<file path="config.mk">
export PLATFORM = sky130hd
export DESIGN_NAME = sram_cycle_ctrl
export DESIGN_NICKNAME = d
export VERILOG_FILES = /design/src/rtl/sram_cycle_ctrl.sv
export SDC_FILE = /design/constraint.sdc
export NUM_CORES = 1
export LEC_CHECK = 0
export BUFFER_PORTS_ARGS = -buffer_cell sky130_fd_sc_hd__buf_2
export CAP_MARGIN = 20
export CORE_ASPECT_RATIO = 1.1
export CORE_MARGIN = 2
export CORE_UTILIZATION = 47
export DETAILED_ROUTE_END_ITERATION = 7
export PLACE_DENSITY_LB_ADDON = 0.12
export SKIP_CTS_REPAIR_TIMING = 1
export SYNTH_ARGS = -nofsm -noshare
export SYNTH_HDL_FRONTEND = slang
export SYNTH_SLANG_ARGS = --single-unit
</file>
<file path="constraint.sdc">
create_clock -name clk -period 5.4 [get_ports clk]
set_clock_uncertainty 0.15 [all_clocks]
set_input_delay 0.27 -clock clk [delete_from_list [all_inputs] [get_ports clk]]
set_output_delay 0.27 -clock clk [all_outputs]
set_load 0.01 [all_outputs]
</file>
<file path="src/rtl/sram_cycle_ctrl.sv">
module sram_cycle_ctrl #(
  parameter int GRADE_NS = 70,
  parameter int CLK_PS   = 5000,
  parameter int ADDR_W   = 15,
  parameter int DATA_W   = 8
) (
  input  logic              clk,
  input  logic              rst_n,
  input  logic              req_valid,
  output logic              req_ready,
  input  logic              req_write,
  input  logic [ADDR_W-1:0] req_addr,
  input  logic [DATA_W-1:0] req_wdata,
  output logic              rsp_valid,
  output logic [DATA_W-1:0] rsp_rdata,
  output logic [ADDR_W-1:0] sram_addr,
  output logic              sram_cs_n,
  output logic              sram_oe_n,
  output logic              sram_we_n,
  output logic [DATA_W-1:0] sram_dq_out,
  output logic              sram_dq_oe,
  input  logic [DATA_W-1:0] sram_dq_in
);

  function automatic int cyc(input int ns);
    int c;
    c = (ns * 1000 + CLK_PS - 1) / CLK_PS;
    return (c < 1) ? 1 : c;
  endfunction

  function automatic int imax(input int a, input int b);
    return (a > b) ? a : b;
  endfunction

  localparam int T_CYC = (GRADE_NS == 100) ? 100 : (GRADE_NS == 85) ? 85 : 70;
  localparam int T_OE  = (GRADE_NS == 100) ? 50  : (GRADE_NS == 85) ? 45 : 40;
  localparam int T_SEL = (GRADE_NS == 100) ? 80  : (GRADE_NS == 85) ? 75 : 65;
  localparam int T_HZ  = (GRADE_NS == 100) ? 35  : (GRADE_NS == 85) ? 30 : 25;
  localparam int T_WP  = 60;
  localparam int T_DS  = 40;

  localparam int R_ACT  = imax(cyc(T_CYC), cyc(T_OE));
  localparam int W_LOW  = imax(imax(cyc(T_WP), cyc(T_SEL)), cyc(T_DS));
  localparam int W_TOT  = imax(cyc(T_CYC), W_LOW);
  localparam int W_TAIL = W_TOT - W_LOW;
  localparam int HZ     = cyc(T_HZ);
  localparam int MAXC   = imax(imax(R_ACT, W_TOT), HZ);
  localparam int CNT_W  = $clog2(MAXC + 1);

  typedef enum logic [1:0] {ST_IDLE, ST_READ, ST_WRITE, ST_GUARD} st_t;

  st_t               st;
  logic [CNT_W-1:0]  cnt;
  logic [ADDR_W-1:0] addr_q;
  logic [DATA_W-1:0] wdata_q, rdata_q;
  logic              rvalid_q, cs_n_q, oe_n_q, we_n_q;

  assign req_ready   = (st == ST_IDLE);
  assign rsp_valid   = rvalid_q;
  assign rsp_rdata   = rdata_q;
  assign sram_addr   = addr_q;
  assign sram_cs_n   = cs_n_q;
  assign sram_oe_n   = oe_n_q;
  assign sram_we_n   = we_n_q;
  assign sram_dq_out = wdata_q;
  assign sram_dq_oe  = ~we_n_q;

  always_ff @(posedge clk or negedge rst_n) begin
    if (!rst_n) begin
      st       <= ST_IDLE;
      cnt      <= '0;
      addr_q   <= '0;
      wdata_q  <= '0;
      rdata_q  <= '0;
      rvalid_q <= 1'b0;
      cs_n_q   <= 1'b1;
      oe_n_q   <= 1'b1;
      we_n_q   <= 1'b1;
    end else begin
      rvalid_q <= 1'b0;
      case (st)
        ST_IDLE: if (req_valid) begin
          addr_q  <= req_addr;
          wdata_q <= req_wdata;
          cs_n_q  <= 1'b0;
          oe_n_q  <= req_write;
          we_n_q  <= ~req_write;
          st      <= req_write ? ST_WRITE : ST_READ;
          cnt     <= req_write ? CNT_W'(W_LOW - 1) : CNT_W'(R_ACT - 1);
        end
        ST_READ: if (cnt == '0) begin
          rdata_q  <= sram_dq_in;
          rvalid_q <= 1'b1;
          cs_n_q   <= 1'b1;
          oe_n_q   <= 1'b1;
          st       <= ST_GUARD;
          cnt      <= CNT_W'(HZ - 1);
        end else cnt <= cnt - 1'b1;
        ST_WRITE: if (cnt == '0) begin
          cs_n_q <= 1'b1;
          we_n_q <= 1'b1;
          if (W_TAIL > 0) begin
            st  <= ST_GUARD;
            cnt <= CNT_W'((W_TAIL > 0) ? W_TAIL - 1 : 0);
          end else st <= ST_IDLE;
        end else cnt <= cnt - 1'b1;
        default: if (cnt == '0) st <= ST_IDLE;
                 else cnt <= cnt - 1'b1;
      endcase
    end
  end

  logic [CNT_W-1:0] we_run, rd_run, oe_hi_run;

  always_ff @(posedge clk or negedge rst_n) begin
    if (!rst_n) begin
      we_run    <= '0;
      rd_run    <= '0;
      oe_hi_run <= CNT_W'(HZ);
    end else begin
      we_run    <= sram_we_n ? '0 : we_run + 1'b1;
      rd_run    <= sram_oe_n ? '0 : rd_run + 1'b1;
      oe_hi_run <= !sram_oe_n ? '0 :
                   (oe_hi_run >= CNT_W'(HZ)) ? oe_hi_run : oe_hi_run + 1'b1;
    end
  end


  idle_quiet_chk: assert property (@(posedge clk) disable iff (!rst_n)
    req_ready |-> sram_cs_n && sram_oe_n && sram_we_n && !sram_dq_oe);

  rd_len_chk: assert property (@(posedge clk) disable iff (!rst_n)
    $rose(sram_oe_n) |-> rd_run == CNT_W'(R_ACT));

  rsp_pulse_chk: assert property (@(posedge clk) disable iff (!rst_n)
    rsp_valid |=> !rsp_valid);

  we_strobe_chk: assert property (@(posedge clk) disable iff (!rst_n)
    !sram_we_n |-> !sram_cs_n && sram_oe_n);

  we_len_chk: assert property (@(posedge clk) disable iff (!rst_n)
    $rose(sram_we_n) |-> we_run == CNT_W'(W_LOW));

  addr_hold_chk: assert property (@(posedge clk) disable iff (!rst_n)
    !sram_cs_n && $past(!sram_cs_n) |-> $stable(sram_addr) && $stable(sram_dq_out));

  busy_chk: assert property (@(posedge clk) disable iff (!rst_n)
    !sram_cs_n |-> !req_ready);

  turn_chk: assert property (@(posedge clk) disable iff (!rst_n)
    $rose(sram_dq_oe) |-> oe_hi_run >= CNT_W'(HZ));

  no_fight_chk: assert property (@(posedge clk) disable iff (!rst_n)
    sram_dq_oe |-> sram_oe_n);

endmodule

</file>
==> impl_metrics.tcl, run 1 <==
set metrics [dict create \
    status "finished with violations" \
    violations "hold timing" \
    required_ns 5.42 \
    root_buffer "clkbuf_8" \
    first_global_vias 1333 \
    drv_slew 0 \
    diodes 0 \
    fmax_ghz 0.427 \
    synth_top_area_frac 0.531 \
    top_level_ports 72 \
    final_util 0.622 \
    grt_pass1_wl_um 5710 \
    post_dp_cell_area_mm2 0.00218 \
    setup_tns_ns 0 \
    yosysTopAreaCell "dfrtp_1" \
    totalWireLength_um 3480 \
    remaining_drc_errors 0 \
    place_congestion 0.811 \
    final_nets 249 \
    vias 1307 \
    areaGrowthSynthToFinish_pct 27.0 \
    cp_num_cells 4 \
    mostFrequentLayoutCells "71 x buf_2, 38 x dfrtp_1, 31 x mux2_2" \
    cts.path.max_buffers 2 \
    die_x_um 62.9 \
    grt_start_max_net_pins 42 \
    antenna_found_initial 0 \
    rsz0062_at_grt "no" \
    port_buffers 71 \
    min_path_type "input port to asynchronous set/reset pin" \
    ys_ff_latch 41 \
    start_kind "register" \
    reg2regPathDepth 4 \
    cp_cell_sequence "inv_1, ha_1, nand2_1, mux2_2" \
    cap_violations 0 \
    endpoint_kind "register" \
    yosysWarningCount 0 \
    max-slew-margin-rel 0.394 \
    setup_violations 0 \
    core_mm2 0.00365 \
    min_period_over_period 0.434 \
    overflow 0 \
    ant_nets 0 \
    cts_inserted_buffers 5 \
    avgSynthCellArea_um2 13.3 \
    drt_iter0_markers 63 \
    clkTransAtPathRegs_ns 0.07 \
    cts_tree "yes" \
    path_max_fanout 23 \
    p_leak_uw 0.00111 \
    die_h_um 68.8 \
    crit_path_top_delay_cell "nand2_1" \
    drive_above_1_share 0.557 \
    ys_types 29 \
    layout_commonest_cell "buf_2" \
    hold_viol 38 \
    htree_levels 2 \
    place_hpwl_um 2570 \
    critPathMaxStageDelay_ns 0.64 \
    min_period_ns 2.34 \
    synth_area_leaders "dfrtp_1 53%, mux2_2 19%, dfstp_2 4.4%" \
    design.die.area_mm2 0.00432 \
    crit_buf_inv 1 \
    syn-cell-area_mm2 0.00179 \
    clkSinkCount 41 \
    num_rows 23 \
    syn_nets 175 \
    power_density_mw_per_mm2 619 \
    initial_core_util 0.490 \
    worstSkewPairLatency_ns 0.28 \
    synth.yosys.seq_area_share 0.575 \
    design_area_mm2 0.00227 \
    whs_ns -0.0493 \
    critPathTopFamily "simple AND/OR/NAND/NOR gates" \
    drt-pass1-iter-count 4 \
    path_class "register to register" \
    synthCells 135 \
    worst_ep_arrival_time_ns 2.36 \
    wl_per_cell_um 13.4 \
    irDropWorstVdd_mv 0.355 \
    worstMarginPinSlew_ns 0.906 \
    vias_per_cell 5.03 \
    grt_usage 0.171 \
]
[worst register-to-register path, stage by stage (launching register included)]
cell	delay, ns
dfrtp_1	0.42
inv_1	0.10
ha_1	0.41
nand2_1	0.64
mux2_2	0.51
[cell usage after synthesis (all sizes together)]
| cell | instances |
|---|---|
| a21o | 1 |
| a21oi | 6 |
| a31oi | 2 |
| and2 | 1 |
| buf | 3 |
| clkbuf | 1 |
| dfrtp | 38 |
| dfstp | 3 |
| ha | 5 |
| inv | 7 |
| mux2 | 31 |
| nand2 | 7 |
| nand3b | 1 |
| nor2 | 3 |
| nor2b | 3 |
| nor3 | 2 |
| nor3b | 1 |
| o21a | 2 |
| o21ai | 6 |
| o21bai | 1 |
| o22a | 1 |
| o2bb2ai | 1 |
| o31ai | 4 |
| or2 | 1 |
| or2b | 2 |
| or3b | 1 |
| xor2 | 1 |
[final cells by class]
cell class / instances / area, um^2
clock inverters: 1 / 7.51
inverters: 7 / 26.3
multi-input cells: 83 / 707
repair buffers: 71 / 355
well taps: 50 / 62.6
fillers: 343 / 1380
flip-flops and latches: 41 / 1030
clock buffers: 7 / 86.3
[report_power, final]
part | internal, uW | leakage [uW] | switching, uW
sequential | 465 | 0.000487 | 86.3
clock | 104 | 0.0000445 | 101
combinational | 328 | 0.000582 | 323
total | 897 | 0.00111 | 510
[metrics by stage]
step           total power, uW  setup slack, ns  hold WS, ns  std cells
2_1_floorplan              999             3.58       -0.176        135
3_3_place_gp              1180             3.17        0.285        252
5_1_grt                   1520             2.89       0.0241        260
4_1_cts                   1430             3.02      -0.0139        260
3_5_place_dp              1210             3.03        0.301        252
6_report                  1410             3.06      -0.0493        260
[kinds of logic after synthesis]
family | after synthesis | share of synthesized area
buffers and inverters | 11 | 0.0307
adders and majority gates | 5 | 0.0349
and+or+nand+nor | 22 | 0.0678
AOI/OAI and AO/OA | 24 | 0.0922
xor gates and xnor gates | 1 | 0.00489
muxes | 31 | 0.195
DFF | 41 | 0.575
[layer usage]
metal  track usage  routed length (um)
met1         0.196                1370
met2         0.307                1870
met3        0.0438                 199
met4        0.0750                  36
met5             0                   0
[registers in the layout (all words and copies together), names as in the netlist]
register and cells:
rsp_valid 1, sram_dq_out 8, rsp_rdata 8, sram_we_n 1
st 2, sram_oe_n 1, sram_addr 15, sram_cs_n 1
cnt 4
[path summary, 6_finish.rpt]
path | start | to | slack [ns]
max | st[1] | sram_dq_out[2] | 3.06
min | rst_n | cnt[0] | -0.05
max reg2reg | st[1] | sram_dq_out[2] | 3.06
min reg2reg | sram_dq_out[3] | sram_dq_out[3] | 0.35
max in group asynchronous | rst_n | st[0] | 4.60
min in group clk | req_addr[14] | sram_addr[14] | 0.05
(Power assumes the default switching activity.)
==> run 2, diff against run 1 <==
--- a/config.mk
+++ b/config.mk
@@ -9,7 +9,7 @@
 export CAP_MARGIN = 20
 export CORE_ASPECT_RATIO = 1.1
 export CORE_MARGIN = 2
-export CORE_UTILIZATION = 47
+export CORE_UTILIZATION = 43
 export DETAILED_ROUTE_END_ITERATION = 7
 export PLACE_DENSITY_LB_ADDON = 0.12
 export SKIP_CTS_REPAIR_TIMING = 1
==> constraint.sdc (replaced) <==
create_clock -name clk -period 2 [get_ports clk]
set_clock_uncertainty 0.15 [all_clocks]
set_input_delay 0.1 -clock clk [delete_from_list [all_inputs] [get_ports clk]]
set_output_delay 0.1 -clock clk [all_outputs]
set_load 0.01 [all_outputs]
==> run 2 against run 1 <==
  * The flow still finishes with violations (hold timing)
  * Sequential share of layout area shrank 7.5 points
  * Wire length grew 19%
  * Power grew to 3.0 times the previous value
  * Clock power increased to 3.3 times the previous value
  * Count of clock-buffer cells in the layout unchanged
  * Non-clock buffer count is 41 higher
  * Sequential power grew to 2.7 times the previous value
  * Register-to-register slack got worse by 3.0 ns
  * Cell count is 17% higher
==> impl_metrics.tcl, run 2 (synthesis results as in run 1) <==
set metrics [dict create \
    path_max_fanout 5 \
    port_buffers 71 \
    place_inst 260 \
    layout_commonest_cell "buf_2" \
    remaining_drc_errors 0 \
    drive_above_1_share 0.510 \
    drt-pass1-iter-count 4 \
    worstSkewPairLatency_ns 0.29 \
    min_path_type "input port to register" \
    min_period_ns 1.92 \
    grt_usage 0.156 \
    overflow 0 \
    top_level_ports 72 \
    highest_layer "met4" \
    ant_nets 0 \
    root_buffer "clkbuf_8" \
    cts_inserted_buffers 5 \
    htree_levels 2 \
    design_area_mm2 0.00273 \
    areaGrowthSynthToFinish_pct 52.2 \
    path_class "register to register" \
    cts.path.max_buffers 2 \
    met2WireLength_um 2250 \
    setup_violations 0 \
    start_kind "register" \
    place_congestion 0.739 \
    drv_slew 0 \
    antenna_found_initial 0 \
    pre_cts_ws_ns 0.0846 \
    first_global_vias 1195 \
    core_mm2 0.00399 \
    wl_met1_um 1660 \
    violations "hold timing" \
    drt_iter0_markers 35 \
    required_ns 2.02 \
    mostFrequentLayoutCells "71 x buf_2, 38 x dfrtp_1, 32 x dlygate4sd3_1" \
    die_h_um 71.7 \
    route.met3.wl_um 183 \
    clkSinkCount 41 \
    p_leak_uw 0.00131 \
    endpoint_kind "register" \
    largest_reg_flops 15 \
    grt_pass1_wl_um 5600 \
    fmax_ghz 0.522 \
    fin_ws_ns 0.0849 \
    totalWireLength_um 4140 \
    setup_tns_ns 0 \
    vias_per_cell 4.75 \
    wl_per_cell_um 13.7 \
    cts_tree "yes" \
    min_period_over_period 0.958 \
    worstMarginPinSlew_ns 0.403 \
    initial_core_util 0.449 \
    num_rows 24 \
    design.die.area_mm2 0.00470 \
    place_hpwl_um 2650 \
    clkTransAtPathRegs_ns 0.08 \
    status "finished with violations" \
    hold_viol 1 \
    nFillCells 298 \
    post_layout_nonfiller_instances 303 \
    vias 1438 \
    irDropWorstVdd_mv 0.702 \
    power_density_mw_per_mm2 1520 \
    max-slew-margin-rel 0.728 \
    grt_start_max_net_pins 24 \
    diodes 0 \
    worst_ep_arrival_time_ns 1.93 \
    whs_ns -0.0148 \
    die_x_um 65.5 \
    cap_violations 0 \
    final_nets 290 \
    post_dp_cell_area_mm2 0.00225 \
]
==> run 2: per-layer routing <==
metal,vias to the layer above,global-route usage
met2,44,0.264
met5,-,0
met1,689,0.186
met4,0,0.0486
met3,6,0.0565
li1,699,-
==> run 2: power breakdown <==
part / switching, uW / internal [uW]
Combinational: 936 / 1050
Sequential: 240 / 1260
Clock: 269 / 407
==> run 2: final cells by class <==
cell class / count / area [um^2] / share of cell area
Clock buffer: 7 / 86.3 / 0.0317
Clock inverter: 1 / 30.0 / 0.0110
Inverter: 7 / 26.3 / 0.00963
Multi-Input combinational cell: 83 / 722 / 0.265
Sequential cell: 41 / 1030 / 0.378
Tap cell: 52 / 65.1 / 0.0239
Timing Repair Buffer: 112 / 768 / 0.282
==> run 2: path summary, 6_finish.rpt <==
kind                                start              to  slack [ns]  depth (start not counted)
hold / removal                  req_valid       sram_oe_n       -0.01                          4
setup / recovery                   cnt[0]          cnt[0]        0.08                          6
hold reg to reg            sram_dq_out[5]  sram_dq_out[5]        0.35                          1
setup reg to reg                   cnt[0]          cnt[0]        0.08                          6
max in group asynchronous           rst_n       sram_oe_n        1.07                          3
min in group asynchronous           rst_n           st[1]        0.07                          2
==> run 2: worst max-delay path, cell delays in order (launching register included) <==
cell     delay [ns]
dfrtp_1        0.41
inv_1          0.11
ha_4           0.14
or3b_4         0.40
o31ai_4        0.31
buf_4          0.18
o21ai_0        0.09
==> run 2: metrics by stage <==
step / utilization / total power [uW]
floorplan: - / 2700
global placement: 0.564 / 3280
detailed placement: 0.564 / 3350
CTS: 0.593 / 4040
global route: 0.683 / 4470
finish: 0.683 / 4160
